`config.mk`:
```
export PLATFORM = sky130hd
export DESIGN_NAME = dat_walker
export DESIGN_NICKNAME = d
export VERILOG_FILES = /design/src/rtl/dat_walker_pkg.sv /design/src/rtl/dat_start_check.sv /design/src/rtl/dat_entry_eval.sv /design/src/rtl/dat_leaf_check.sv /design/src/rtl/dat_walker.sv
export SDC_FILE = /design/constraint.sdc
export NUM_CORES = 1
export LEC_CHECK = 0
export BUFFER_PORTS_ARGS = -buffer_cell sky130_fd_sc_hd__buf_2
export CAP_MARGIN = 20
export CORE_UTILIZATION = 44
export CTS_CLUSTER_DIAMETER = 40
export DETAILED_ROUTE_END_ITERATION = 16
export GPL_TIMING_DRIVEN = 1
export PLACE_DENSITY = 0.8
export SETUP_SLACK_MARGIN = 0.4
export SYNTH_ARGS = -nofsm -noshare
export SYNTH_HDL_FRONTEND = slang
export SYNTH_SLANG_ARGS = --single-unit
```
`constraint.sdc`:
```
create_clock -name clk -period 5.7 [get_ports clk]
set_input_delay 0.855 -clock clk [delete_from_list [all_inputs] [get_ports clk]]
set_output_delay 0.855 -clock clk [all_outputs]
set_load 0.01 [all_outputs]
```
`src/rtl/dat_walker_pkg.sv`:
```
package dat_walker_pkg;

  localparam int VA_W         = 64;
  localparam int IDX_W        = 11;
  localparam int PX_W         = 8;
  localparam int BX_W         = 12;
  localparam int ENT_SH       = 3;
  localparam int TBL_SH       = 12;
  localparam int PT_SH        = 11;
  localparam int SEG_LO       = PX_W + BX_W;
  localparam int RT_FRAME_LO  = SEG_LO + IDX_W;
  localparam int SEG_FRAME_LO = SEG_LO;
  localparam int CODE_W       = 4;
  localparam int NUM_TBL_LV   = 4;

  typedef enum logic [2:0] {
    LV_SEG  = 3'd0,
    LV_RT   = 3'd1,
    LV_RS   = 3'd2,
    LV_RF   = 3'd3,
    LV_PAGE = 3'd4
  } lvl_e;

  typedef enum logic [CODE_W-1:0] {
    XC_NONE      = 4'd0,
    XC_ASCE_TYPE = 4'd1,
    XC_RF_MISS   = 4'd2,
    XC_RS_MISS   = 4'd3,
    XC_RT_MISS   = 4'd4,
    XC_SEG_MISS  = 4'd5,
    XC_PAGE_MISS = 4'd6,
    XC_SPEC      = 4'd7,
    XC_PROT      = 4'd8
  } xcode_e;

  localparam logic [1:0] ACC_FETCH  = 2'd0;
  localparam logic [1:0] ACC_STORE  = 2'd1;
  localparam logic [1:0] ACC_IFETCH = 2'd2;

  function automatic logic [IDX_W-1:0] index_at(input logic [VA_W-1:0] va, input lvl_e lv);
    logic [IDX_W-1:0] r;
    r = '0;
    for (int l = 0; l < NUM_TBL_LV; l++) begin
      if (int'(lv) == l) r = va[SEG_LO + IDX_W*l +: IDX_W];
    end
    return r;
  endfunction

  function automatic xcode_e miss_code(input lvl_e lv);
    case (lv)
      LV_RF:   return XC_RF_MISS;
      LV_RS:   return XC_RS_MISS;
      LV_RT:   return XC_RT_MISS;
      LV_SEG:  return XC_SEG_MISS;
      default: return XC_PAGE_MISS;
    endcase
  endfunction

  function automatic logic [VA_W-1:0] slot_addr(input logic [VA_W-1:0] base,
                                                input logic [IDX_W-1:0] idx);
    return base + VA_W'({idx, {ENT_SH{1'b0}}});
  endfunction

endpackage

```
`src/rtl/dat_start_check.sv`:
```
module dat_start_check
  import dat_walker_pkg::*;
(
  input  logic [VA_W-1:0]        va,
  input  logic [1:0]             dtype,
  input  logic [1:0]             tlen,
  input  logic [VA_W-1:TBL_SH]   origin,
  output xcode_e                 fault,
  output lvl_e                   start_lv,
  output logic [VA_W-1:0]        first_addr
);

  logic [IDX_W-1:0] idx;
  logic             upper_nz;
  logic             unused_lo;

  assign unused_lo = ^va[SEG_LO-1:0];

  always_comb begin
    start_lv = lvl_e'({1'b0, dtype});
    idx      = index_at(va, start_lv);
    upper_nz = 1'b0;
    for (int l = 0; l < NUM_TBL_LV; l++) begin
      if ((l > int'(dtype)) && (index_at(va, lvl_e'(3'(l))) != '0)) upper_nz = 1'b1;
    end
    if (upper_nz)
      fault = XC_ASCE_TYPE;
    else if (idx[IDX_W-1 -: 2] > tlen)
      fault = miss_code(start_lv);
    else
      fault = XC_NONE;
    first_addr = slot_addr({origin, {TBL_SH{1'b0}}}, idx);
  end

endmodule

```
`src/rtl/dat_entry_eval.sv`:
```
module dat_entry_eval
  import dat_walker_pkg::*;
(
  input  lvl_e             lv,
  input  logic [63:0]      ent,
  input  logic [VA_W-1:0]  va,
  input  logic             priv,
  input  logic             large_seg,
  input  logic             large_rt,
  output xcode_e           fault,
  output logic             leaf,
  output lvl_e             next_lv,
  output logic [VA_W-1:0]  next_addr,
  output logic             prot,
  output logic             iep,
  output logic [VA_W-1:0]  frame
);

  logic [IDX_W-1:0] nidx;
  logic [1:0]       ncoarse;
  logic             win_bad;
  logic             tbl_inv;
  logic             fmt;
  logic             common;

  assign tbl_inv = ent[5];
  assign fmt     = ent[10];
  assign common  = ent[4];

  always_comb begin
    fault     = XC_NONE;
    leaf      = 1'b0;
    next_lv   = LV_PAGE;
    next_addr = '0;
    prot      = ent[9];
    iep       = 1'b0;
    frame     = '0;
    nidx      = '0;
    ncoarse   = '0;
    win_bad   = 1'b0;
    case (lv)
      LV_RF, LV_RS, LV_RT: begin
        next_lv   = lvl_e'(3'(lv) - 3'd1);
        nidx      = index_at(va, next_lv);
        ncoarse   = nidx[IDX_W-1 -: 2];
        win_bad   = (ncoarse < ent[7:6]) || (ncoarse > ent[1:0]);
        next_addr = slot_addr({ent[63:TBL_SH], {TBL_SH{1'b0}}}, nidx);
        if (tbl_inv)
          fault = miss_code(lv);
        else if (ent[3:2] != lv[1:0])
          fault = XC_SPEC;
        else if ((lv == LV_RT) && common && priv && large_rt)
          fault = XC_SPEC;
        else if ((lv == LV_RT) && fmt && large_rt) begin
          leaf  = 1'b1;
          iep   = ent[8];
          frame = {ent[63:RT_FRAME_LO], va[RT_FRAME_LO-1:0]};
        end else if (win_bad)
          fault = miss_code(next_lv);
      end
      LV_SEG: begin
        next_lv   = LV_PAGE;
        next_addr = {ent[63:PT_SH], {PT_SH{1'b0}}} + VA_W'({va[SEG_LO-1:BX_W], {ENT_SH{1'b0}}});
        if (tbl_inv)
          fault = XC_SEG_MISS;
        else if (ent[3:2] != 2'd0)
          fault = XC_SPEC;
        else if (common && priv)
          fault = XC_SPEC;
        else if (fmt && large_seg) begin
          leaf  = 1'b1;
          iep   = ent[8];
          frame = {ent[63:SEG_FRAME_LO], va[SEG_FRAME_LO-1:0]};
        end
      end
      default: begin
        if (ent[10])
          fault = XC_PAGE_MISS;
        else if (ent[11])
          fault = XC_SPEC;
        else begin
          leaf  = 1'b1;
          iep   = ent[8];
          frame = {ent[63:TBL_SH], va[BX_W-1:0]};
        end
      end
    endcase
  end

endmodule

```
`src/rtl/dat_leaf_check.sv`:
```
module dat_leaf_check
  import dat_walker_pkg::*;
(
  input  logic [1:0] mode,
  input  logic       prot_acc,
  input  logic       leaf_iep,
  input  logic       exec_en,
  output xcode_e     fault
);

  always_comb begin
    if ((mode == ACC_STORE) && prot_acc)
      fault = XC_PROT;
    else if ((mode == ACC_IFETCH) && leaf_iep && exec_en)
      fault = XC_PROT;
    else
      fault = XC_NONE;
  end

endmodule

```
`src/rtl/dat_walker.sv`:
```
module dat_walker
  import dat_walker_pkg::*;
(
  input  logic              clk,
  input  logic              rst_n,
  input  logic              req_valid,
  output logic              req_ready,
  input  logic [VA_W-1:0]   req_vaddr,
  input  logic [63:0]       req_ctl,
  input  logic [1:0]        req_mode,
  input  logic              cfg_large_seg,
  input  logic              cfg_large_rt,
  input  logic              cfg_exec_prot,
  output logic              mem_rd_valid,
  output logic [VA_W-1:0]   mem_rd_addr,
  input  logic              mem_rsp_valid,
  input  logic [63:0]       mem_rsp_data,
  input  logic              mem_rsp_err,
  output logic              done,
  output logic [CODE_W-1:0] done_code,
  output logic [VA_W-1:0]   done_paddr,
  output logic              done_bus_err
);

  typedef enum logic [1:0] {ST_IDLE, ST_START, ST_REQ, ST_WAIT} st_e;

  st_e              state_q, state_d;
  logic [VA_W-1:0]  vaddr_q;
  logic [63:0]      ctl_q;
  logic [1:0]       mode_q;
  logic             lg_seg_q, lg_rt_q, exec_q;
  lvl_e             lv_q, lv_d;
  logic [VA_W-1:0]  addr_q, addr_d;
  logic             prot_q, prot_d;
  logic             done_q, done_d;
  xcode_e           code_q, code_d;
  logic [VA_W-1:0]  paddr_q, paddr_d;
  logic             berr_q, berr_d;
  logic             take_req;
  logic             walk_en;

  xcode_e           st_fault;
  lvl_e             st_lv;
  logic [VA_W-1:0]  st_addr;
  xcode_e           ev_fault;
  logic             ev_leaf;
  lvl_e             ev_next_lv;
  logic [VA_W-1:0]  ev_next_addr;
  logic             ev_prot, ev_iep;
  logic [VA_W-1:0]  ev_frame;
  xcode_e           lf_fault;
  logic             unused_ctl;

  assign unused_ctl = ^{ctl_q[TBL_SH-1:8], ctl_q[6:4]};

  assign req_ready    = (state_q == ST_IDLE);
  assign take_req     = req_valid && req_ready;
  assign mem_rd_valid = (state_q == ST_REQ);
  assign mem_rd_addr  = addr_q;
  assign done         = done_q;
  assign done_code    = code_q;
  assign done_paddr   = paddr_q;
  assign done_bus_err = berr_q;

  dat_start_check u_start (
    .va         (vaddr_q),
    .dtype      (ctl_q[3:2]),
    .tlen       (ctl_q[1:0]),
    .origin     (ctl_q[63:TBL_SH]),
    .fault      (st_fault),
    .start_lv   (st_lv),
    .first_addr (st_addr)
  );

  dat_entry_eval u_eval (
    .lv        (lv_q),
    .ent       (mem_rsp_data),
    .va        (vaddr_q),
    .priv      (ctl_q[7]),
    .large_seg (lg_seg_q),
    .large_rt  (lg_rt_q),
    .fault     (ev_fault),
    .leaf      (ev_leaf),
    .next_lv   (ev_next_lv),
    .next_addr (ev_next_addr),
    .prot      (ev_prot),
    .iep       (ev_iep),
    .frame     (ev_frame)
  );

  dat_leaf_check u_leaf (
    .mode     (mode_q),
    .prot_acc (prot_q | ev_prot),
    .leaf_iep (ev_iep),
    .exec_en  (exec_q),
    .fault    (lf_fault)
  );

  always_comb begin
    state_d = state_q;
    lv_d    = lv_q;
    addr_d  = addr_q;
    prot_d  = prot_q;
    done_d  = 1'b0;
    code_d  = XC_NONE;
    paddr_d = '0;
    berr_d  = 1'b0;
    walk_en = 1'b0;
    case (state_q)
      ST_IDLE: begin
        if (take_req) state_d = ST_START;
      end
      ST_START: begin
        walk_en = 1'b1;
        if (st_fault != XC_NONE) begin
          state_d = ST_IDLE;
          done_d  = 1'b1;
          code_d  = st_fault;
        end else begin
          state_d = ST_REQ;
          lv_d    = st_lv;
          addr_d  = st_addr;
          prot_d  = 1'b0;
        end
      end
      ST_REQ: begin
        state_d = ST_WAIT;
      end
      default: begin
        if (mem_rsp_valid) begin
          walk_en = 1'b1;
          if (mem_rsp_err) begin
            state_d = ST_IDLE;
            done_d  = 1'b1;
            berr_d  = 1'b1;
          end else if (ev_fault != XC_NONE) begin
            state_d = ST_IDLE;
            done_d  = 1'b1;
            code_d  = ev_fault;
          end else if (ev_leaf) begin
            state_d = ST_IDLE;
            done_d  = 1'b1;
            code_d  = lf_fault;
            paddr_d = (lf_fault == XC_NONE) ? ev_frame : '0;
          end else begin
            state_d = ST_REQ;
            lv_d    = ev_next_lv;
            addr_d  = ev_next_addr;
            prot_d  = prot_q | ev_prot;
          end
        end
      end
    endcase
  end

  always_ff @(posedge clk or negedge rst_n) begin
    if (!rst_n) begin
      state_q  <= ST_IDLE;
      vaddr_q  <= '0;
      ctl_q    <= '0;
      mode_q   <= ACC_FETCH;
      lg_seg_q <= 1'b0;
      lg_rt_q  <= 1'b0;
      exec_q   <= 1'b0;
      lv_q     <= LV_SEG;
      addr_q   <= '0;
      prot_q   <= 1'b0;
      done_q   <= 1'b0;
      code_q   <= XC_NONE;
      paddr_q  <= '0;
      berr_q   <= 1'b0;
    end else begin
      state_q <= state_d;
      done_q  <= done_d;
      code_q  <= code_d;
      paddr_q <= paddr_d;
      berr_q  <= berr_d;
      if (take_req) begin
        vaddr_q  <= req_vaddr;
        ctl_q    <= req_ctl;
        mode_q   <= req_mode;
        lg_seg_q <= cfg_large_seg;
        lg_rt_q  <= cfg_large_rt;
        exec_q   <= cfg_exec_prot;
      end
      if (walk_en) begin
        lv_q   <= lv_d;
        addr_q <= addr_d;
        prot_q <= prot_d;
      end
    end
  end

endmodule

```
==> metrics.cfg, run 1 <==
[outcome]
status=completed

[placement]
gp_congestion=0.919
io_buffers=327
dpl.hpwl_um=31700
dp.cells=2019

[clock_network]
h-tree-depth=2
clock_sinks=263
cts_inserted_buffers=40
clockBufferDepth=3
tritoncts=done
clkSlewWorstSetupHoldPaths_ns=0.06
insertion_delay_ns=0.53
clockRootBuffer=clkbuf_16

[timing]
fin_crit_ns=4.86
finalHoldViolCount=0
slew_viol_final=0
fmax_mhz=206
setup_viol=0
slew_headroom=0.263
grt_setup_unrepaired=no
fin_crit_sh=0.853
finalSetupTns_ns=0
worstMarginPinSlew_ns=1.11
skew_ns=0.0312

[floorplan]
core_mm2=0.0317
die_y_um=182
fp.dieW_um=182
die_area_mm2=0.0332
pin_count=338
initial_utilization=0.450
rows=65

[drt]
via_count=12400
drtPass1Iterations=5
drt_iter0_drc=935
via_per_inst=5.93
wl_um=44000
antenna_left=0
wl_per_cell_um=21.0
drc_errors=0

[setup_path]
required_ns=6.11
worstPathMaxFanout=12
worst_setup_path_end_kind=flop
crit_type=reg -> reg
crit_chain=inv_1 > ha_1 > xnor2_1 > nand2_1 > buf_4 > mux2i_1 > o211ai_1 > o21a_1 > inv_1 > fa_1 > nor3_1 > buf_4 > and4_1 > buf_4 > nand2_1 > o311a_1 > nor3_1 > a21oi_1 > mux2_4
crit_path_top_delay_cell=fa_1
crit_path_frequent_cell=buf_4
path_buf_inv=5
max_stage_delay_ns=0.48
cp.arrival_ns=5.28
path_delay_family=compound AO/OA/AOI/OAI gates
worstSetupStartpointType=flop

[power]
power_density_mw_per_mm2=583
ir_drop_v=0.000344
leakagePower_uw=0.00803

[global_route]
overflow=0
antenna_found_initial=6
grt_use_total=0.264
grt_pass1_vias=12400
use_met2=0.446
grt_max_degree=130
grt_use_met3=0.0531
top_usage_layer=met2
grt_pass1_wl_um=68300
gr-usage-met1=0.329

[synthesis]
synth_edf_count=0
synth-seq-area-share=0.461
synth_cell_type_count=64
synth_area_mm2=0.0143
synth-async-reset-ratio=1.00
synth_cells=1352
ys.flop_type=dfrtp_1
yosysWarnings=0
ys_seq_elements=263
avgSynthCellArea_um2=10.6

[cells_and_area]
nets=1878
area_growth_pct=24.2
drive_above_1_share=0.367
finalNonFillerCells=2095

[hold_path]
hold_path_class=in -> async

[flow_run]
cap_violations=0

==> layout make-up <==
| cell class | instances | area, µm² |
|---|---|---|
| Multi-Input combinational cell | 980 | 7250 |
| Timing Repair Buffer | 350 | 1870 |
| Inverter | 25 | 93.8 |
| Tap cell | 402 | 503 |
| Fill cell | 2608 | 14000 |
| Clock inverter | 25 | 328 |
| Antenna cell | 3 | 7.51 |
| Clock buffer | 47 | 1100 |
| Sequential cell | 263 | 6580 |
==> kinds of logic (layout without fill, tap and decap cells) <==
kind of cell | Yosys count | count (layout) | synth area share
multiplexers | 210 | 210 | 0.186
adder cells (fa/ha/maj) | 16 | 16 | 0.0151
buffers and inverters | 111 | 447 | 0.0342
other | 1 | 6 | 0.000263
AND/OR/NAND/NOR | 436 | 436 | 0.153
XOR/XNOR | 53 | 53 | 0.0325
flip-flops | 263 | 263 | 0.461
AO/OA/AOI/OAI | 262 | 262 | 0.118
==> stage by stage <==
| stage | power, µW | area, µm² | utilization | setup slack [ns] | hold slack [ns] |
|---|---|---|---|---|---|
| 3_5_place_dp | 7680 | 16300 | 0.513 | 0.859 | 0.464 |
| 6_report | 10300 | 17700 | 0.559 | 0.836 | 0.281 |
| 4_1_cts | 10300 | 17700 | 0.558 | 0.798 | 0.268 |
| 5_1_grt | 10900 | 17700 | 0.559 | 0.505 | 0.292 |
| 3_3_place_gp | 7520 | 16300 | 0.513 | 0.960 | 0.455 |
| 2_1_floorplan | 6270 | 14300 | - | 1.43 | 0.449 |
==> synth_stat cells (7+ instances only) <==
library cell	instances	area (µm²)
dfrtp_1	263	6580
ha_1	14	175
mux2_4	50	751
o211ai_1	21	158
buf_6	7	78.8
mux4_2	11	248
xor2_1	29	254
inv_1	25	93.8
nand3_1	53	265
and2_1	46	288
and3_1	22	138
nor2b_1	7	43.8
xnor2_1	24	210
clkbuf_1	68	255
nor4_1	16	100
nor2_1	101	379
a21oi_1	81	405
and4_1	8	70.1
a22oi_1	30	225
mux2_2	124	1400
a211oi_1	9	67.6
nor3_1	35	175
o21ai_0	51	255
nand2_1	94	353
a31oi_1	23	144
mux2i_1	19	190
nand4_1	25	156
==> worst paths after layout <==
kind,start,depth (start not counted),to,slack (ns)
min in group clk,vaddr_q[8]$_DFFE_PN0P_,1,done_paddr[8]$_DFF_PN0_,0.48
worst min register to register,vaddr_q[8]$_DFFE_PN0P_,1,done_paddr[8]$_DFF_PN0_,0.48
worst min-delay path,rst_n,1,done_paddr[0]$_DFF_PN0_,0.28
max in group asynchronous,rst_n,2,mem_rd_addr[27]$_DFFE_PN0P_,4.15
worst max-delay path,lv_q[0]$_DFFE_PN0P_,19,mem_rd_addr[44]$_DFFE_PN0P_,0.84
worst max register to register,lv_q[0]$_DFFE_PN0P_,19,mem_rd_addr[44]$_DFFE_PN0P_,0.84
==> per-layer routing <==
metal,vias to the layer above,part of all wire
li1,5540,-
met1,6112,0.40
met2,620,0.48
met3,141,0.080
met4,8,0.041
met5,-,0.0012
==> layout by cell type, fill, tap and decap left out, types with 29 or more instances in the layout <==
cell,synthesis,routed
a22oi_1,30,30
xor2_1,29,29
nor2_1,101,99
mux2_4,50,50
nor3_1,35,34
nand2_1,94,94
a21oi_1,81,81
mux2_2,124,124
buf_2,6,327
and2_1,46,46
o21ai_0,51,51
nand3_1,53,53
clkbuf_16,0,42
dfrtp_1,263,263
==> state kept, by name, summed over array words and instances (netlist names) <==
signal / flops
done_bus_err: 1
lg_seg_q: 1
mem_rd_addr: 61
done_paddr: 64
mode_q: 2
ctl_q: 57
done: 1
lg_rt_q: 1
state_q: 2
vaddr_q: 64
prot_q: 1
done_code: 4
lv_q: 3
exec_q: 1
==> timing repair <==
item | CTS | global route
hold buffers | 0 | 0
resized for setup | 0 | 1
buffers inserted | 0 | 0
endpoints found under the setup margin | 0 | 2
==> report_power, final <==
| part | switching (µW) | total, µW | internal (µW) |
|---|---|---|---|
| Combinational | 2330 | 4400 | 2080 |
| Clock | 943 | 2580 | 1640 |
| Sequential | 781 | 3350 | 2570 |
Note: power is estimated with default switching activity, not from simulation.
==> inputs of run 2 (changes only) <==
--- a/config.mk
+++ b/config.mk
@@ -11,7 +11,7 @@
 export CTS_CLUSTER_DIAMETER = 40
 export DETAILED_ROUTE_END_ITERATION = 16
 export GPL_TIMING_DRIVEN = 1
-export PLACE_DENSITY = 0.8
+export PLACE_DENSITY = 0.68
 export SETUP_SLACK_MARGIN = 0.4
 export SYNTH_ARGS = -nofsm -noshare
 export SYNTH_HDL_FRONTEND = slang
==> metrics.cfg, run 2 (synthesized netlist as in run 1, its figures left out) <==
[outcome]
status=completed  ; unchanged

[drt]
via_count=12300  ; was 12400
antenna_left=0  ; unchanged
via_per_inst=5.86  ; was 5.93
drt_iter0_drc=1017  ; was 935
drc_errors=0  ; unchanged
wl_um=42900  ; was 44000 µm
wl_per_cell_um=20.4  ; was 21.0 µm
drtPass1Iterations=5  ; unchanged

[global_route]
grt_pass1_wl_um=67100  ; was 68300 µm
grt_use_total=0.258  ; was 0.264
grt_pass1_vias=12100  ; was 12400
antenna_found_initial=7  ; was 6
grt_max_degree=121  ; was 130
overflow=0  ; unchanged

[setup_path]
startpoint=lv_q[0]$_DFFE_PN0P_  ; unchanged
crit_type=reg -> reg  ; unchanged
worstPathMaxFanout=12  ; unchanged
worstSetupStartpointType=flop  ; unchanged
worst_setup_path_end_kind=flop  ; unchanged
required_ns=6.10  ; was 6.11 ns
reg2reg_from=lv_q[0]$_DFFE_PN0P_  ; unchanged
cp.arrival_ns=5.23  ; was 5.28 ns

[timing]
slew_headroom=0.281  ; was 0.263
setup_viol=0  ; unchanged
fin_crit_ns=4.83  ; was 4.86 ns
grt_setup_unrepaired=no  ; unchanged
skew_ns=0.0193  ; was 0.0312 ns
finalSetupTns_ns=0  ; unchanged
finalWorstSetupSlack_ns=0.869  ; was 0.836 ns
worstMarginPinSlew_ns=1.08  ; was 1.11 ns
fmax_mhz=207  ; was 206 MHz
slew_viol_final=0  ; unchanged
fin_crit_sh=0.848  ; was 0.853
finalHoldViolCount=0  ; unchanged

[floorplan]
pin_count=338  ; unchanged
die_area_mm2=0.0332  ; unchanged
core_mm2=0.0317  ; unchanged
rows=65  ; unchanged
initial_utilization=0.450  ; unchanged
die_y_um=182  ; unchanged
fp.dieW_um=182  ; unchanged

[cells_and_area]
nets=1878  ; unchanged
layout_common_cells=326 x buf_2, 263 x dfrtp_1, 124 x mux2_2, 99 x nor2_1, 94 x nand2_1  ; was 327 x buf_2, 263 x dfrtp_1, 124 x mux2_2, 99 x nor2_1, 94 x nand2_1
final_common_cell=buf_2  ; unchanged
drive_above_1_share=0.370  ; was 0.367
final_cell_area_mm2=0.0178  ; was 0.0177 mm²
fill_cells=2780  ; was 2608
area_growth_pct=24.9  ; was 24.2%

[placement]
io_buffers=327  ; unchanged
dpl.hpwl_um=30900  ; was 31700 µm
gp_congestion=0.890  ; was 0.919
pre_cts_slack_ns=0.862  ; was 0.859 ns
place_area_mm2=0.0163  ; about the same

[clock_network]
post_cts_buffers=0  ; unchanged
h-tree-depth=2  ; unchanged
clockBufferDepth=3  ; unchanged
tritoncts=done  ; unchanged
cts_resized=0  ; unchanged
postCtsHoldBufs=0  ; unchanged
clkSlewWorstSetupHoldPaths_ns=0.05  ; was 0.06 ns
insertion_delay_ns=0.52  ; was 0.53 ns
cts_inserted_buffers=41  ; was 40
clock_sinks=263  ; unchanged
clockRootBuffer=clkbuf_16  ; unchanged

[power]
leakagePower_uw=0.00806  ; was 0.00803 µW
ir_drop_v=0.000339  ; was 0.000344 V
power_density_mw_per_mm2=584  ; was 583 mW/mm²

[hold_path]
hold_path_class=in -> async  ; unchanged

[flow_run]
cap_violations=0  ; unchanged

==> run 2: cell count changes in the layout (fill, tap and decap cells not counted), sizes merged <==
cell      delta
buf          -1
bufinv       +1
clkbuf       +4
clkinv       -6
clkinvlp     +2
diode        +1
inv          +3
==> run 2: where the power goes <==
part / switching, µW / internal [µW] / total, µW
registers: 770 / 2570 / 3340
clock network: 958 / 1770 / 2730
logic: 2280 / 2060 / 4350
==> run 2: final timing paths <==
| check | to | slack [ns] | cells after the start |
|---|---|---|---|
| max | mem_rd_addr[44]$_DFFE_PN0P_ | 0.87 | 19 |
| min in group clk | done_paddr[8]$_DFF_PN0_ | 0.47 | 1 |
| max reg2reg | mem_rd_addr[44]$_DFFE_PN0P_ | 0.87 | 19 |
| min reg2reg | done_paddr[8]$_DFF_PN0_ | 0.47 | 1 |
| min | ctl_q[18]$_DFFE_PN0P_ | 0.31 | 1 |
| max in group asynchronous | done_paddr[6]$_DFF_PN0_ | 4.07 | 2 |
==> run 2: metrics by stage <==
step / hold slack [ns] / cells / total power [µW] / util
detailed placement: 0.464 / 2019 / 7670 / 0.513
CTS: 0.316 / 2095 / 10400 / 0.561
finish: 0.308 / 2099 / 10400 / 0.562
floorplan: 0.449 / 1354 / 6270 / -
global placement: 0.456 / 2019 / 7540 / 0.513
global route: 0.333 / 2098 / 11000 / 0.562
==> run 2: critical path, cell delays in order (launching register included) <==
cell and delay, ns:
dfrtp_1 0.43, inv_1 0.13, ha_1 0.30, xnor2_2 0.29, nand2_1 0.10, buf_4 0.21, mux2i_1 0.13, o211ai_1 0.17
o21a_1 0.33, inv_1 0.12, fa_1 0.47, nor3_1 0.23, buf_4 0.22, and4_1 0.20, buf_4 0.18, nand2_1 0.17
o311a_1 0.39, nor3_1 0.26, a21oi_1 0.08, mux2_4 0.30
==> run 2: area by class of cell <==
cell class / count / area, µm² / share of cell area
antenna: 4 / 10.0 / 0.000562
inverter: 25 / 93.8 / 0.00526
tap: 402 / 503 / 0.0282
clock buffer: 51 / 1180 / 0.0660
multi-input combinational: 980 / 7260 / 0.407
clock inverter: 25 / 355 / 0.0199
sequential: 263 / 6580 / 0.369
timing repair buffer: 349 / 1850 / 0.104
==> run 2: metal layers <==
metal | global-route usage | vias up | wire length [µm]
li1 | - | 5552 | -
met1 | 0.337 | 6055 | 17400
met2 | 0.429 | 579 | 20700
met3 | 0.0505 | 103 | 3430
met4 | 0.0901 | 6 | 1320
met5 | 0 | - | 36
